`src/rtl/rtc_irq_pkg.sv`:
```
package rtc_irq_pkg;
  localparam int NUM_SRC  = 3;
  localparam int DATA_W   = 8;
  localparam int FLAG_LSB = 4;
  localparam int IRQF_BIT = DATA_W - 1;

  // source index order matches bit order above FLAG_LSB
  localparam int SRC_UPDATE   = 0;
  localparam int SRC_ALARM    = 1;
  localparam int SRC_PERIODIC = 2;

  localparam logic ADDR_ENABLE = 1'b0;
  localparam logic ADDR_STATUS = 1'b1;

  typedef logic [NUM_SRC-1:0] src_vec_t;
  typedef logic [DATA_W-1:0]  word_t;

  function automatic word_t place_sources(input src_vec_t v);
    word_t w;
    w = '0;
    w[FLAG_LSB +: NUM_SRC] = v;
    return w;
  endfunction

  function automatic word_t pack_status(input src_vec_t flags, input logic summary);
    word_t w;
    w = place_sources(flags);
    w[IRQF_BIT] = summary;
    return w;
  endfunction

  function automatic src_vec_t pick_sources(input word_t w);
    return w[FLAG_LSB +: NUM_SRC];
  endfunction

  function automatic logic any_active(input src_vec_t flags, input src_vec_t en);
    return |(flags & en);
  endfunction
endpackage

```
`src/rtl/rtc_irq_flags.sv`:
```
module rtc_irq_flags
  import rtc_irq_pkg::*;
(
  input  logic     clk,
  input  logic     rst_n,
  input  src_vec_t evt,
  input  logic     clr_stb,
  output src_vec_t flags,
  output src_vec_t deferred
);
  src_vec_t flag_q;

  for (genvar i = 0; i < NUM_SRC; i++) begin : g_src
    logic read_mask;
    assign read_mask   = clr_stb & flag_q[i];
    assign deferred[i] = clr_stb & evt[i];

    always_ff @(posedge clk or negedge rst_n) begin
      if (!rst_n) begin
        flag_q[i] <= 1'b0;
      end else begin
        flag_q[i] <= (flag_q[i] & ~read_mask) | evt[i];
      end
    end
  end

  assign flags = flag_q;
endmodule

```
`src/rtl/rtc_irq_enables.sv`:
```
module rtc_irq_enables
  import rtc_irq_pkg::*;
(
  input  logic     clk,
  input  logic     rst_n,
  input  logic     we,
  input  src_vec_t wvalue,
  output src_vec_t en
);
  src_vec_t en_q;

  always_ff @(posedge clk or negedge rst_n) begin
    if (!rst_n) begin
      en_q <= '0;
    end else if (we) begin
      en_q <= wvalue;
    end
  end

  assign en = en_q;
endmodule

```
`src/rtl/rtc_irq_regport.sv`:
```
module rtc_irq_regport
  import rtc_irq_pkg::*;
(
  input  logic     clk,
  input  logic     rst_n,
  input  logic     wr_en,
  input  logic     wr_addr,
  input  word_t    wr_data,
  input  logic     rd_stb,
  input  logic     rd_addr,
  input  src_vec_t flags,
  input  src_vec_t en,
  input  logic     irq_req,
  output logic     en_we,
  output src_vec_t en_wvalue,
  output logic     status_rd,
  output word_t    rd_data
);
  word_t rd_q;
  word_t rd_next;

  assign en_we     = wr_en & (wr_addr == ADDR_ENABLE);
  assign en_wvalue = pick_sources(wr_data);
  assign status_rd = rd_stb & (rd_addr == ADDR_STATUS);

  always_comb begin
    if (rd_addr == ADDR_STATUS) begin
      rd_next = pack_status(flags, irq_req);
    end else begin
      rd_next = place_sources(en);
    end
  end

  always_ff @(posedge clk or negedge rst_n) begin
    if (!rst_n) begin
      rd_q <= '0;
    end else if (rd_stb) begin
      rd_q <= rd_next;
    end
  end

  assign rd_data = rd_q;
endmodule

```
`src/rtl/rtc_irq_ctrl.sv`:
```
module rtc_irq_ctrl
  import rtc_irq_pkg::*;
(
  input  logic       clk,
  input  logic       rst_n,
  input  logic       evt_alarm,
  input  logic       evt_periodic,
  input  logic       evt_update,
  input  logic       wr_en,
  input  logic       wr_addr,
  input  logic [7:0] wr_data,
  input  logic       rd_stb,
  input  logic       rd_addr,
  output logic [7:0] rd_data,
  output logic       irq_n
);
  src_vec_t evt_vec;
  src_vec_t flag_vec;
  src_vec_t en_vec;
  src_vec_t deferred_vec;
  src_vec_t en_wvalue;
  logic     en_we;
  logic     status_rd;
  logic     irq_req;

  always_comb begin
    evt_vec               = '0;
    evt_vec[SRC_UPDATE]   = evt_update;
    evt_vec[SRC_ALARM]    = evt_alarm;
    evt_vec[SRC_PERIODIC] = evt_periodic;
  end

  rtc_irq_flags u_flags (
    .clk      (clk),
    .rst_n    (rst_n),
    .evt      (evt_vec),
    .clr_stb  (status_rd),
    .flags    (flag_vec),
    .deferred (deferred_vec)
  );

  rtc_irq_enables u_en (
    .clk    (clk),
    .rst_n  (rst_n),
    .we     (en_we),
    .wvalue (en_wvalue),
    .en     (en_vec)
  );

  assign irq_req = any_active(flag_vec, en_vec);
  assign irq_n   = ~irq_req;

  rtc_irq_regport u_port (
    .clk       (clk),
    .rst_n     (rst_n),
    .wr_en     (wr_en),
    .wr_addr   (wr_addr),
    .wr_data   (wr_data),
    .rd_stb    (rd_stb),
    .rd_addr   (rd_addr),
    .flags     (flag_vec),
    .en        (en_vec),
    .irq_req   (irq_req),
    .en_we     (en_we),
    .en_wvalue (en_wvalue),
    .status_rd (status_rd),
    .rd_data   (rd_data)
  );
endmodule

```
`config.mk`:
```
export PLATFORM = sky130hd
export DESIGN_NAME = rtc_irq_ctrl
export DESIGN_NICKNAME = d
export VERILOG_FILES = /design/src/rtl/rtc_irq_pkg.sv /design/src/rtl/rtc_irq_flags.sv /design/src/rtl/rtc_irq_enables.sv /design/src/rtl/rtc_irq_regport.sv /design/src/rtl/rtc_irq_ctrl.sv
export SDC_FILE = /design/constraint.sdc
export NUM_CORES = 1
export LEC_CHECK = 0
export CORE_UTILIZATION = 25
export CTS_CLUSTER_DIAMETER = 100
export CTS_CLUSTER_SIZE = 30
export DETAILED_ROUTE_END_ITERATION = 6
export SETUP_SLACK_MARGIN = 0.4
export SYNTH_ARGS = -nofsm -noshare
export SYNTH_HDL_FRONTEND = slang
export SYNTH_SLANG_ARGS = --single-unit
```
`constraint.sdc`:
```
create_clock -name clk -period 1.86 [get_ports clk]
set_clock_uncertainty 0.15 [all_clocks]
set_input_delay 0.372 -clock clk [delete_from_list [all_inputs] [get_ports clk]]
set_output_delay 0.372 -clock clk [all_outputs]
set_load 0.005 [all_outputs]
```
==> flow_metrics.tcl <==
set metrics [dict create \
    arrival_ps 2070 \
    layout-drive-gt1-share_pct 37.8 \
    nFillCells 148 \
    synthArstFlopShare_pct 100 \
    start_util_pct 27.7 \
    dr_total_vias 393 \
    dp.cells 74 \
    die_h_um 43.6 \
    maxSlewViolCount 0 \
    worst-path-buf-inv 11 \
    cts_tree "yes" \
    die_w_um 43.6 \
    fin_cells 90 \
    dpl.hpwl_um 669 \
    ir_worst_vdd_v 0.000393 \
    drt_iter0_markers 5 \
    grt.total_usage_pct 14.3 \
    cts_buffer_depth 2 \
    rsz0062_at_grt "yes" \
    synth_edf_count 0 \
    dieArea_mm2 0.00190 \
    avgSynthCellArea_um2 12.0 \
    wire_per_inst_um 11.0 \
    first_pass_iters 6 \
    place_worst_setup_slack_ps -21.1 \
    cp_cell_sequence "a222oi_1 -> buf_4 -> buf_6 -> buf_6 -> buf_6 -> buf_6 -> buf_6 -> buf_6 -> buf_6 -> buf_6 -> buf_6 -> buf_6 -> o22ai_2" \
    power.share.sequential_pct 40.7 \
    period_needed_ps 2080 \
    synth.area.top_cells "dfrtp_1 (58%), mux2i_1 (7.0%), buf_4 (7.0%)" \
    critPathMaxFanout 2 \
    worst_ep_required_time_ps 1850 \
    critPathKind "reg -> reg" \
    grt_max_degree 11 \
    syn_to_final_growth_pct 88.1 \
    ctsHtreeMaxLevel 1 \
    synth_top_area_share_pct 58.0 \
    ys_seq_area_share_pct 58.0 \
    ys_types 15 \
    wirelength_um 994 \
    overflow 0 \
    antenna_found_initial 0 \
    syn_area_um2 432 \
    cpPeakStageDelay_ps 410 \
    grt_pass1_wl_um 1860 \
    cts-buffers-inserted 3 \
    synthFlopType "dfrtp_1" \
    synth_largest_area_cell "dfrtp_1" \
    io_buffers 16 \
    yosys_warnings 0 \
    viasPerCell 4.37 \
    grt_pass1_vias 437 \
    cts_sinks 10 \
    hp-class "in -> async" \
    pwr-share-comb_pct 36.6 \
    slowest_stage "a222oi_1" \
    clk_pin_slew_ps 60 \
    status "finished with violations" \
    path_common_cell "buf_6" \
    min_period_over_period_pct 112 \
    path_depth 13 \
    switchingPower_uw 150 \
    power.density_mw_per_mm2 775 \
    setup_violations 1 \
    root_buffer "clkbuf_4" \
    max_freq_mhz 481 \
    fin_ws_ps -219 \
    ios 26 \
    ys_seq_elements 10 \
    path_delay_family "buffers and inverters" \
    p_sw_share_pct 23.8 \
    row_count 14 \
    critPathCaptureType "register" \
    pwr-share-clk_pct 22.7 \
    yosys.cell_count.top_type "dfrtp_1" \
    drt_drc_violations_left 2 \
    gp_congestion 0.747 \
    ant_nets 0 \
    internal_power_uw 480 \
    finalHoldViolations 0 \
    startpoint_type "register" \
    clock_latency_ps 260 \
    antennaDiodeCount 0 \
    violations "design-rule violations, negative setup slack" \
    syn-instance-count 36 \
    synthTopCellsByCount "dfrtp_1 (10), buf_4 (4)" \
    core_mm2 0.00156 \
    drv_cap 0 \
    p_leak_uw 0.000382 \
    reg2reg_depth 13 \
    fin_nets 93 \
]
[what timing repair did]
item / in CTS / in global routing
gates resized for setup: 18 / 2
endpoints found under the setup margin: 5 / 6
pin swaps: 2 / 1
hold buffers: 0 / 0
endpoints found under the hold margin: 0 / 0
buffers inserted: 13 / 0
[sequential cells by signal, summed over array words and instances (netlist names)]
register and cells:
u_port.rd_data 4, u_flags.flags 3, u_en.en 3
[power groups by stage]
stage | sequential (µW) | combinational, µW | clock, µW
after floorplan | 262 | 43.8 | 0
after global placement | 262 | 133 | 0
after detailed placement | 262 | 133 | 0
after CTS | 257 | 225 | 152
after global routing | 261 | 248 | 162
final | 256 | 230 | 143
[placed cells by master, fill, tap and decap left out, types with 2 or more instances in the layout]
master,n
mux2i_1,3
clkbuf_4,3
a21oi_1,3
buf_4,11
mux2_1,2
nor2_1,3
dfrtp_1,10
clkdlybuf4s50_1,11
a21o_1,3
buf_6,11
dlygate4sd2_1,3
conb_1,4
[final timing paths]
check | endpoint | slack (ps) | from
hold reg to reg | u_port.rd_data[4]$_DFFE_PN0P_ | 370 | u_port.rd_data[4]$_DFFE_PN0P_
setup reg to reg | u_port.rd_data[7]$_DFFE_PN0P_ | -220 | u_en.en[1]$_DFFE_PN0P_
hold / removal | u_flags.flags[0]$_DFF_PN0_ | 280 | rst_n
min in group clk | u_port.rd_data[4]$_DFFE_PN0P_ | 370 | u_port.rd_data[4]$_DFFE_PN0P_
setup / recovery | u_port.rd_data[7]$_DFFE_PN0P_ | -220 | u_en.en[1]$_DFFE_PN0P_
max in group asynchronous | u_port.rd_data[6]$_DFFE_PN0P_ | 970 | rst_n
[cells by family after synthesis]
logic type,after synthesis,synth area share (%)
flops,10,58.0
compound gates,8,12.5
mux,6,14.8
buf+inv,6,8.98
simple gates,5,4.93
other cells,1,0.869
[final cells by class]
| type | instances | area (µm²) | area share (%) |
|---|---|---|---|
| multi-input combinational | 23 | 163 | 20.0 |
| clock buffer | 3 | 22.5 | 2.77 |
| tap | 16 | 20.0 | 2.47 |
| inverter | 1 | 3.75 | 0.462 |
| sequential | 10 | 250 | 30.8 |
| timing repair buffer | 37 | 353 | 43.5 |
[metal layers]
metal / GRT usage, % / share of wire (%)
met3: 2.92 / 4.8
met1: 18.2 / 43
met4: 11.3 / 1.2
met5: 0 / 0
met2: 20.9 / 51
[metrics by stage]
stage	utilization (%)	TNS, ps	cell area (µm²)	power (µW)	hold slack [ps]
after floorplan	-	0	443	306	-73.6
after global placement	41.6	-71.5	648	394	352
after detailed placement	41.6	-21.1	648	395	366
after CTS	51.8	-149	808	634	287
after global routing	52.1	-321	812	671	318
final	52.1	-219	812	630	277
Note: power is estimated with default switching activity, not from simulation.
